File: src/rtl/stbuf_pkg.sv
package stbuf_pkg;
  typedef enum logic [2:0] {
    OP_LOAD      = 3'd0,
    OP_STORE     = 3'd1,
    OP_FENCE_ALL = 3'd2,
    OP_FENCE_LD  = 3'd3,
    OP_FENCE_ST  = 3'd4,
    OP_XCHG      = 3'd5
  } op_e;

  localparam logic [1:0] MODE_SEQ = 2'd0;
  localparam logic [1:0] MODE_TSO = 2'd1;
  localparam logic [1:0] MODE_PSO = 2'd2;

  typedef enum logic [2:0] {
    ST_RUN, ST_LOAD, ST_XRD, ST_XWI, ST_XWW
  } ctl_state_e;
endpackage

File: src/rtl/stbuf_entries.sv
module stbuf_entries #(
  parameter int DEPTH = 4,
  parameter int AW    = 8,
  parameter int DW    = 32,
  localparam int IW   = (DEPTH > 1) ? $clog2(DEPTH) : 1,
  localparam int CW   = $clog2(DEPTH + 1)
) (
  input  logic          clk,
  input  logic          rst,
  input  logic          push,
  input  logic [AW-1:0] push_addr,
  input  logic [DW-1:0] push_data,
  input  logic          pop,
  input  logic [IW-1:0] pop_idx,
  input  logic          pso_pick,
  input  logic [AW-1:0] look_addr,
  output logic          look_hit,
  output logic [DW-1:0] look_data,
  output logic          empty,
  output logic          full,
  output logic [IW-1:0] pick_idx,
  output logic [AW-1:0] pick_addr,
  output logic [DW-1:0] pick_data
);
  logic [AW-1:0] ent_addr [DEPTH];
  logic [DW-1:0] ent_data [DEPTH];
  logic [CW-1:0] cnt;
  logic [IW-1:0] wr_idx;
  logic          pick_ok;

  assign wr_idx = IW'(cnt - CW'(pop));
  assign empty  = (cnt == '0);
  assign full   = (cnt == CW'(DEPTH));

  always_ff @(posedge clk) begin
    if (rst) cnt <= '0;
    else     cnt <= cnt + CW'(push) - CW'(pop);
  end

  // entry 0 is always the oldest; removal compacts younger entries down
  always_ff @(posedge clk) begin
    for (int i = 0; i < DEPTH - 1; i++) begin
      if (pop && (IW'(i) >= pop_idx)) begin
        ent_addr[i] <= ent_addr[i+1];
        ent_data[i] <= ent_data[i+1];
      end
    end
    if (push) begin
      ent_addr[wr_idx] <= push_addr;
      ent_data[wr_idx] <= push_data;
    end
  end

  // youngest matching entry wins
  always_comb begin
    look_hit  = 1'b0;
    look_data = '0;
    for (int i = 0; i < DEPTH; i++) begin
      if ((CW'(i) < cnt) && (ent_addr[i] == look_addr)) begin
        look_hit  = 1'b1;
        look_data = ent_data[i];
      end
    end
  end

  // drain choice: oldest, or youngest entry with no older same-address entry
  always_comb begin
    pick_idx = '0;
    pick_ok  = 1'b0;
    if (pso_pick) begin
      for (int i = 0; i < DEPTH; i++) begin
        pick_ok = (CW'(i) < cnt);
        for (int j = 0; j < i; j++) begin
          if (ent_addr[j] == ent_addr[i]) pick_ok = 1'b0;
        end
        if (pick_ok) pick_idx = IW'(i);
      end
    end
  end

  assign pick_addr = ent_addr[pick_idx];
  assign pick_data = ent_data[pick_idx];

  a_r11_no_overflow: assert property (@(posedge clk) disable iff (rst)
    push |-> !full);
  a_r11_count_bound: assert property (@(posedge clk) disable iff (rst)
    cnt <= CW'(DEPTH));
endmodule

File: src/rtl/stbuf_memseq.sv
module stbuf_memseq #(
  parameter int AW = 8,
  parameter int DW = 32
) (
  input  logic          clk,
  input  logic          rst,
  input  logic          start,
  input  logic          start_we,
  input  logic [AW-1:0] start_addr,
  input  logic [DW-1:0] start_wdata,
  output logic          busy,
  output logic          done,
  output logic [DW-1:0] done_data,
  output logic          mem_req_valid,
  output logic          mem_req_we,
  output logic [AW-1:0] mem_req_addr,
  output logic [DW-1:0] mem_req_wdata,
  input  logic          mem_req_ready,
  input  logic          mem_resp_valid,
  input  logic [DW-1:0] mem_resp_data
);
  assign done      = busy && !mem_req_valid && mem_resp_valid;
  assign done_data = mem_resp_data;

  always_ff @(posedge clk) begin
    if (rst) begin
      busy          <= 1'b0;
      mem_req_valid <= 1'b0;
      mem_req_we    <= 1'b0;
      mem_req_addr  <= '0;
      mem_req_wdata <= '0;
    end else if (start) begin
      busy          <= 1'b1;
      mem_req_valid <= 1'b1;
      mem_req_we    <= start_we;
      mem_req_addr  <= start_addr;
      mem_req_wdata <= start_wdata;
    end else begin
      if (mem_req_valid && mem_req_ready) mem_req_valid <= 1'b0;
      if (done) busy <= 1'b0;
    end
  end

  a_r10_req_hold: assert property (@(posedge clk) disable iff (rst)
    (mem_req_valid && !mem_req_ready) |=>
      (mem_req_valid && $stable(mem_req_addr) && $stable(mem_req_we) && $stable(mem_req_wdata)));
  a_r2_one_open: assert property (@(posedge clk) disable iff (rst)
    start |-> !busy);
endmodule

File: src/rtl/stbuf_order.sv
module stbuf_order
  import stbuf_pkg::*;
#(
  parameter int DEPTH = 4,
  parameter int AW    = 8,
  parameter int DW    = 32,
  localparam int IW   = (DEPTH > 1) ? $clog2(DEPTH) : 1
) (
  input  logic          clk,
  input  logic          rst,
  input  logic [1:0]    ord_mode,
  input  logic          cpu_req_valid,
  input  logic [2:0]    cpu_req_op,
  input  logic [AW-1:0] cpu_req_addr,
  input  logic [DW-1:0] cpu_req_wdata,
  output logic          cpu_req_ready,
  output logic          cpu_resp_valid,
  output logic [DW-1:0] cpu_resp_data,
  output logic          mem_req_valid,
  output logic          mem_req_we,
  output logic [AW-1:0] mem_req_addr,
  output logic [DW-1:0] mem_req_wdata,
  input  logic          mem_req_ready,
  input  logic          mem_resp_valid,
  input  logic [DW-1:0] mem_resp_data
);
  ctl_state_e    state;
  logic          seq_mode, pso_mode, quiet, acc;
  logic          buf_empty, buf_full, look_hit;
  logic [DW-1:0] look_data, pick_data;
  logic [AW-1:0] pick_addr;
  logic [IW-1:0] pick_idx, drain_idx;
  logic          drain_q, drain_go;
  logic          eng_busy, eng_done, eng_start, eng_we;
  logic [AW-1:0] eng_addr, x_addr;
  logic [DW-1:0] eng_wdata, eng_rdata, x_data;

  assign pso_mode = (ord_mode == MODE_PSO);
  assign seq_mode = !(ord_mode == MODE_TSO || pso_mode);
  assign quiet    = buf_empty && !eng_busy;

  always_comb begin
    cpu_req_ready = 1'b0;
    if (state == ST_RUN) begin
      case (cpu_req_op)
        OP_LOAD:      cpu_req_ready = seq_mode ? quiet : (look_hit || !eng_busy);
        OP_STORE:     cpu_req_ready = seq_mode ? quiet : !buf_full;
        OP_FENCE_ALL: cpu_req_ready = quiet;
        OP_FENCE_LD:  cpu_req_ready = 1'b1;
        OP_FENCE_ST:  cpu_req_ready = quiet;
        OP_XCHG:      cpu_req_ready = quiet;
        default:      cpu_req_ready = 1'b0;
      endcase
    end
  end
  assign acc = cpu_req_valid && cpu_req_ready;

  // memory port arbitration: load miss / exchange before background drain
  always_comb begin
    eng_start = 1'b0;
    eng_we    = 1'b0;
    eng_addr  = cpu_req_addr;
    eng_wdata = cpu_req_wdata;
    drain_go  = 1'b0;
    if (!eng_busy) begin
      if (state == ST_RUN && acc && cpu_req_op == OP_LOAD && !look_hit) begin
        eng_start = 1'b1;
      end else if (state == ST_RUN && acc && cpu_req_op == OP_XCHG) begin
        eng_start = 1'b1;
      end else if (state == ST_XWI) begin
        eng_start = 1'b1;
        eng_we    = 1'b1;
        eng_addr  = x_addr;
        eng_wdata = x_data;
      end else if (state == ST_RUN && !buf_empty) begin
        eng_start = 1'b1;
        eng_we    = 1'b1;
        eng_addr  = pick_addr;
        eng_wdata = pick_data;
        drain_go  = 1'b1;
      end
    end
  end

  stbuf_entries #(.DEPTH(DEPTH), .AW(AW), .DW(DW)) u_entries (
    .clk(clk), .rst(rst),
    .push(acc && cpu_req_op == OP_STORE), .push_addr(cpu_req_addr), .push_data(cpu_req_wdata),
    .pop(eng_done && drain_q), .pop_idx(drain_idx), .pso_pick(pso_mode),
    .look_addr(cpu_req_addr), .look_hit(look_hit), .look_data(look_data),
    .empty(buf_empty), .full(buf_full),
    .pick_idx(pick_idx), .pick_addr(pick_addr), .pick_data(pick_data)
  );

  stbuf_memseq #(.AW(AW), .DW(DW)) u_memseq (
    .clk(clk), .rst(rst),
    .start(eng_start), .start_we(eng_we), .start_addr(eng_addr), .start_wdata(eng_wdata),
    .busy(eng_busy), .done(eng_done), .done_data(eng_rdata),
    .mem_req_valid(mem_req_valid), .mem_req_we(mem_req_we),
    .mem_req_addr(mem_req_addr), .mem_req_wdata(mem_req_wdata),
    .mem_req_ready(mem_req_ready), .mem_resp_valid(mem_resp_valid),
    .mem_resp_data(mem_resp_data)
  );

  always_ff @(posedge clk) begin
    if (rst) begin
      state          <= ST_RUN;
      drain_q        <= 1'b0;
      drain_idx      <= '0;
      cpu_resp_valid <= 1'b0;
      cpu_resp_data  <= '0;
      x_addr         <= '0;
      x_data         <= '0;
    end else begin
      cpu_resp_valid <= 1'b0;
      if (drain_go) begin
        drain_q   <= 1'b1;
        drain_idx <= pick_idx;
      end else if (eng_done && drain_q) begin
        drain_q <= 1'b0;
      end
      case (state)
        ST_RUN: begin
          if (acc && cpu_req_op == OP_LOAD) begin
            if (look_hit) begin
              cpu_resp_valid <= 1'b1;
              cpu_resp_data  <= look_data;
            end else begin
              state <= ST_LOAD;
            end
          end else if (acc && cpu_req_op == OP_XCHG) begin
            state  <= ST_XRD;
            x_addr <= cpu_req_addr;
            x_data <= cpu_req_wdata;
          end
        end
        ST_LOAD: if (eng_done) begin
          cpu_resp_valid <= 1'b1;
          cpu_resp_data  <= eng_rdata;
          state          <= ST_RUN;
        end
        ST_XRD: if (eng_done) begin
          cpu_resp_data <= eng_rdata;
          state         <= ST_XWI;
        end
        ST_XWI: if (!eng_busy) state <= ST_XWW;
        ST_XWW: if (eng_done) begin
          cpu_resp_valid <= 1'b1;
          state          <= ST_RUN;
        end
        default: state <= ST_RUN;
      endcase
    end
  end

  a_r2_seq_single: assert property (@(posedge clk) disable iff (rst)
    (seq_mode && acc && (cpu_req_op == OP_LOAD || cpu_req_op == OP_STORE)) |-> (buf_empty && !eng_busy));
  a_r7_fence_drained: assert property (@(posedge clk) disable iff (rst)
    (acc && cpu_req_op == OP_FENCE_ALL) |-> (buf_empty && !mem_req_valid && !eng_busy));
  a_r3_fwd_next: assert property (@(posedge clk) disable iff (rst)
    (acc && cpu_req_op == OP_LOAD && look_hit) |=> cpu_resp_valid);
  a_r12_load_resp: assert property (@(posedge clk) disable iff (rst)
    (state == ST_LOAD && mem_resp_valid && !mem_req_valid) |=> cpu_resp_valid);
  a_r10_xchg_write: assert property (@(posedge clk) disable iff (rst)
    (state == ST_XWI) |=> (mem_req_valid && mem_req_we && mem_req_addr == x_addr));
endmodule

File: config.mk
export PLATFORM = sky130hd
export DESIGN_NAME = stbuf_order
export DESIGN_NICKNAME = d
export VERILOG_FILES = /design/src/rtl/stbuf_pkg.sv /design/src/rtl/stbuf_entries.sv /design/src/rtl/stbuf_memseq.sv /design/src/rtl/stbuf_order.sv
export SDC_FILE = /design/constraint.sdc
export NUM_CORES = 1
export LEC_CHECK = 0
export ABC_AREA = 1
export BUFFER_PORTS_ARGS = -buffer_cell sky130_fd_sc_hd__buf_4
export CORE_ASPECT_RATIO = 1.75
export CORE_MARGIN = 5
export CORE_UTILIZATION = 60
export DETAILED_ROUTE_END_ITERATION = 8
export PLACE_DENSITY = 0.81
export RECOVER_POWER = 100
export SYNTH_ARGS = -nofsm -noshare
export SYNTH_HDL_FRONTEND = slang
export SYNTH_SLANG_ARGS = --single-unit
export TNS_END_PERCENT = 20
File: constraint.sdc
create_clock -name clk -period 7 [get_ports clk]
set_clock_uncertainty 0.05 [all_clocks]
set_input_delay 0.7 -clock clk [delete_from_list [all_inputs] [get_ports clk]]
set_output_delay 0.7 -clock clk [all_outputs]
set_load 0.01 [all_outputs]
# ---- Yosys cells after proc, flatten, opt, wreduce, memory -nomap -nowiden
# Memory sizes are Yosys's and may differ from the RTL's.
# Cells that the tools add are included.
dict set report classes {
  add_sub_neg 3
  n_lt_le_gt_ge 7
  eq_ne 30
  n_mux 76
  n_bitwise 1
  n_reduce_logical 41
}
# op n
set ops {}
lappend ops {{32-bit two-way mux} 12}
lappend ops {{8-bit equality test} 10}
lappend ops {{32-bit one-hot mux with 2 select lines} 1}
lappend ops {{1-bit two-way mux} 46}
lappend ops {{8-bit two-way mux} 5}
lappend ops {{1-bit logical AND} 21}
lappend ops {{3-bit two-way mux} 6}
lappend ops {{3-bit by 2-bit equality test with 1-bit output (second input constant)} 4}
lappend ops {{3-bit equality test (second input constant)} 4}
lappend ops {{3-bit one-hot mux with 4 select lines} 1}
lappend ops {{3-bit logical NOT} 3}
lappend ops {{2-bit nonzero test} 4}
lappend ops {{3-bit by 1-bit equality test with 1-bit output (second input constant)} 2}
lappend ops {{1-bit by 3-bit < comparator with 1-bit output (first input constant)} 2}
lappend ops {{2-bit by 3-bit < comparator with 1-bit output (first input constant)} 2}
lappend ops {{2-bit two-way mux} 3}
lappend ops {{2-bit by 1-bit inequality test with 1-bit output (second input constant)} 3}
lappend ops {{2-bit inequality test (second input constant)} 3}
lappend ops {{1-bit logical NOT} 5}
lappend ops {{5-bit AND reduction} 1}
lappend ops {{1-bit by 2-bit >= comparator with 1-bit output (first input constant)} 2}
lappend ops {{1-bit one-hot mux with 4 select lines} 1}
lappend ops {{4-bit AND reduction} 1}
lappend ops {{2-bit OR reduction} 2}
lappend ops {{other kinds (13)} 14}
dict set report word_totals {
  ff_bits 125
  ram_bits 160
  inputBits 82
  output_inout_bits 76
  elab_cells 173
  n_memories 2
}
# name depth word_bits rd rd_clocked_by_memory_dff write_ports line
set memory_table {}
lappend memory_table {u_entries.ent_data 4 32 5 0 4 stbuf_entries.sv:26} ;# logic [DW-1:0] ent_data [DEPTH];
lappend memory_table {u_entries.ent_addr 4 8 5 0 4 stbuf_entries.sv:25} ;# logic [AW-1:0] ent_addr [DEPTH];

# ---- Logic depth before layout (Yosys ltp)
# An unclocked memory read counts as a cell.
dict set report depth {
  depth_word 18
  depth_mapped 21
  mapped_depth_nobuf 21
}

# ---- Modules after synthesis
# From an unflattened synthesis, not the netlist that was laid out.
dict set report unflattened {
  cells_unflattened 2349
  area_unflattened_um2 17181.5
}
# module n_inst cells_per_inst area_per_inst_um2 seq_area_each_um2
set by_module_without_submodules {}
lappend by_module_without_submodules {stbuf_entries 1 1447 10570.1 4864.7}
lappend by_module_without_submodules {stbuf_order 1 681 4767.1 1581.5}
lappend by_module_without_submodules {stbuf_memseq 1 221 1844.3 860.8}

# ---- Worst setup path after synthesis
# OpenSTA, ideal clock, no wires.
dict set report synth_timing {
  path_kind {input port to flip-flop}
  startpoint {in cpu_req_addr[6]}
  endpoint {mem u_entries.ent_addr[3][0], enable pin}
  setup_ps 487
  arrival_time_ps 4680
  required_time_ps 6463
  path_slack_ps 1783
  path_stages 15
  path_buffers 1
  cell_sequence {buf_2 inv_1 nand2_1 nand2_1 nor2_1 nand3_1 nor2_1 nor2_1 nand3_1 nand2_2 nand3_4 nand3_4 nor2_4 inv_1 nor3_1}
}
# item line
set synth_rtl {}
lappend synth_rtl {{from (decl)} stbuf_order.sv:14} ;# input logic [AW-1:0] cpu_req_addr,
lappend synth_rtl {{to (decl)} stbuf_entries.sv:25}

==> impl_metrics.toml <==
[placement]
place.port_buffers = 157
dp_slack_ns = 2.37
place_hpwl_um = 36000
placed_cells = 2633
place_area_sq_um = 17700
gp_congestion = 0.995

[synthesis]
synth_flop_cell = "edfxtp_1"
synth_area_leaders = "edfxtp_1 (29%), dfxtp_1 (15%), nand2_1 (13%), inv_1 (7.1%), nand3_1 (6.5%)"
synth_xor_area_share_pct = 2.22
syn-num-nets = 2340
synth-simple-area-share_pct = 21.8
seq_area_frac_synth_pct = 44.2
synth_top_family_by_area = "simple AND/OR/NAND/NOR gates"
synth_cell_types = 39
async_flop_share_pct = 0
synthAdderAreaFrac_pct = 0.575
synth-seq-cells = 285
synth_top_area_cell = "edfxtp_1"
synth_top_area_share_pct = 29.1
synth_edf_count = 160
syn_area_sq_um = 16500
synthCells = 2251
synth_mux_area_share_pct = 0
synth_compound_area_share_pct = 19.4
synth_warnings = 0
avgSynthCellArea_sq_um = 7.35

[sta]
slew_headroom_pct = -51.0
drv_slew = 179
max_freq_mhz = 183
period_needed_ns = 5.47
finalWorstSetupSlack_ns = 1.53
final_hold_viol_count = 0
rsz0062_at_grt = "false"
worst_pin_slew_ns = 2.24
setup_viol = 0
fin_setup_tns_ns = 0
period_share_pct = 78.1

[die]
floorplan.initialDensity_pct = 60.7
die_area_sq_um = 31100
core_area_sq_um = 27200
num_io_pins = 158
row_count = 80
fp.dieH_um = 230
die_w_um = 135

[routing]
via_count = 16437
drtPass1Iterations = 6
wl_um = 57400
first_iter_violations = 1984
vias_per_cell = 6.12
ant_nets = 0
routedWlPerCell_um = 21.4
route.detailed.drc = 0

[setup_path]
end_kind = "flop"
crit_fanout = 81
cp.required_ns = 7.14
setup.worst_path.class = "flop to flop"
crit_arrival_ns = 5.61
cp-start-kind = "flop"

[cells_and_area]
multi_input_area_sq_um = 7230
final_net_count = 2383
final_common_cell = "nand2_1"
regArea_sq_um = 7310
nFillCells = 2549
syn_to_final_growth_pct = 9.30
diodes = 0
drive_above_1_share_pct = 5.79
post-route-util_pct = 66.4
final_cell_mix = "nand2_1 (552), inv_1 (312), o21ai_0 (228), nand3_1 (217), a21oi_1 (188)"
instances_no_fill = 2685
design_area_sq_um = 18100

[cts]
cts_sinks = 285
cts_resized = 0
clk_path_buf_depth = 3
numCtsBuffers = 28
root_buffer = "clkbuf_16"
cts_setup_buffers = 0
clk_latency_ns = 0.57
cts.clk_slew.worst_paths_ns = 0.07
ctsHoldBuffers = 0
cts_tree = "built"
cts_htree_levels = 1

[global_route]
grt-ovfl-total = 0
grt_start_max_net_pins = 84
antenna_found_initial = 0
grt_pass1_wl_um = 88200
track_usage_pct = 36.3
grt_pass1_vias = 16027

[worst_hold_path]
hold_path_class = "primary input to flop"

[flow_run]
cap_violations = 6

[pwr]
p_leak_uw = 0.00799
p_per_area_nw_per_um2 = 265
irDropWorstVdd_v = 0.000254

[status]
status = "finished, violations left"
violations = "capacitance limit, slew limit"
## final timing paths
check / from / endpoint / slack (ns) / depth (start not counted)
setup / recovery: u_entries.cnt[1] / u_entries.ent_data[1][10] / 1.53 / 17
hold / removal: cpu_req_wdata[24] / u_entries.ent_data[3][24] / 0.33 / 1
setup reg to reg: u_entries.cnt[1] / u_entries.ent_data[1][10] / 1.53 / 17
hold reg to reg: x_data[10] / x_data[10] / 0.41 / 2
## power breakdown
part | switching, uW | internal (uW) | total [uW] | leakage, uW
Clock | 669 | 932 | 1600 | 0.000469
Sequential | 72.0 | 1890 | 1960 | 0.00245
Combinational | 872 | 354 | 1230 | 0.00507
## cells in the mapped netlist (all sizes together) (4+ instances only)
cell type and instances:
a21oi 200, a22oi 32, buf 56, clkbuf 113, dfxtp 125, edfxtp 160, ha 6, inv 322
nand2 556, nand3 218, nand4 9, nor2 66, nor3 4, o211ai 60, o21ai 234, o22ai 41
xnor2 13, xor2 29
## cell type report
cell class | instances | share of cell area, %
multi-input combinational | 1474 | 40.0
clock buffer | 42 | 4.62
clock inverter | 10 | 0.692
tap | 369 | 2.55
inverter | 323 | 6.72
timing repair buffer | 182 | 4.99
sequential | 285 | 40.4
## sequential cells by signal, indices dropped and copies added (netlist names)
| register | count |
|---|---|
| cpu_resp_data | 32 |
| cpu_resp_valid | 1 |
| drain_idx | 2 |
| drain_q | 1 |
| state | 3 |
| u_entries.cnt | 3 |
| u_entries.ent_addr | 32 |
| u_entries.ent_data | 128 |
| u_memseq.busy | 1 |
| u_memseq.mem_req_addr | 8 |
| u_memseq.mem_req_valid | 1 |
| u_memseq.mem_req_wdata | 32 |
| u_memseq.mem_req_we | 1 |
| x_addr | 8 |
| x_data | 32 |
## kinds of logic after synthesis
family | after synthesis
buffers and inverters | 492
adder cells (fa/ha/maj) | 7
XOR/XNOR | 42
AO/OA/AOI/OAI | 570
AND/OR/NAND/NOR | 855
flip-flops | 285
## metrics by stage
| stage | hold slack, ns | power (uW) |
|---|---|---|
| finish | 0.326 | 4790 |
| global route | 0.323 | 5000 |
| CTS | 0.269 | 4900 |
| detailed placement | 0.396 | 3310 |
| global placement | 0.389 | 3280 |
| floorplan | 0.380 | 2830 |
## worst max-delay path: stages, from the launching register on
cell and delay [ns]:
dfxtp_1 0.44, inv_1 0.08, ha_1 0.25, nand2_1 0.08, o21ai_0 0.08, nor2_1 0.22
nand3_1 0.12, nor2_1 0.19, nor2_1 0.09, nand3_1 0.14, nand2_1 0.08, nand3_1 0.13
nand3_1 0.11, nor2_1 0.38, nand3b_2 0.11, buf_4 0.41, nand2_1 1.45, clkbuf_1 0.65
## routing by layer
metal  track usage [%]  vias to the layer above  wire length, um
met5                 0                        -                0
met4              26.3                        0             4900
met3              5.62                      292             5070
met2              61.5                     1090            28000
met1              40.8                     7524            19400
li1                  -                     7531                -
Power figures use the tool's default switching activity.
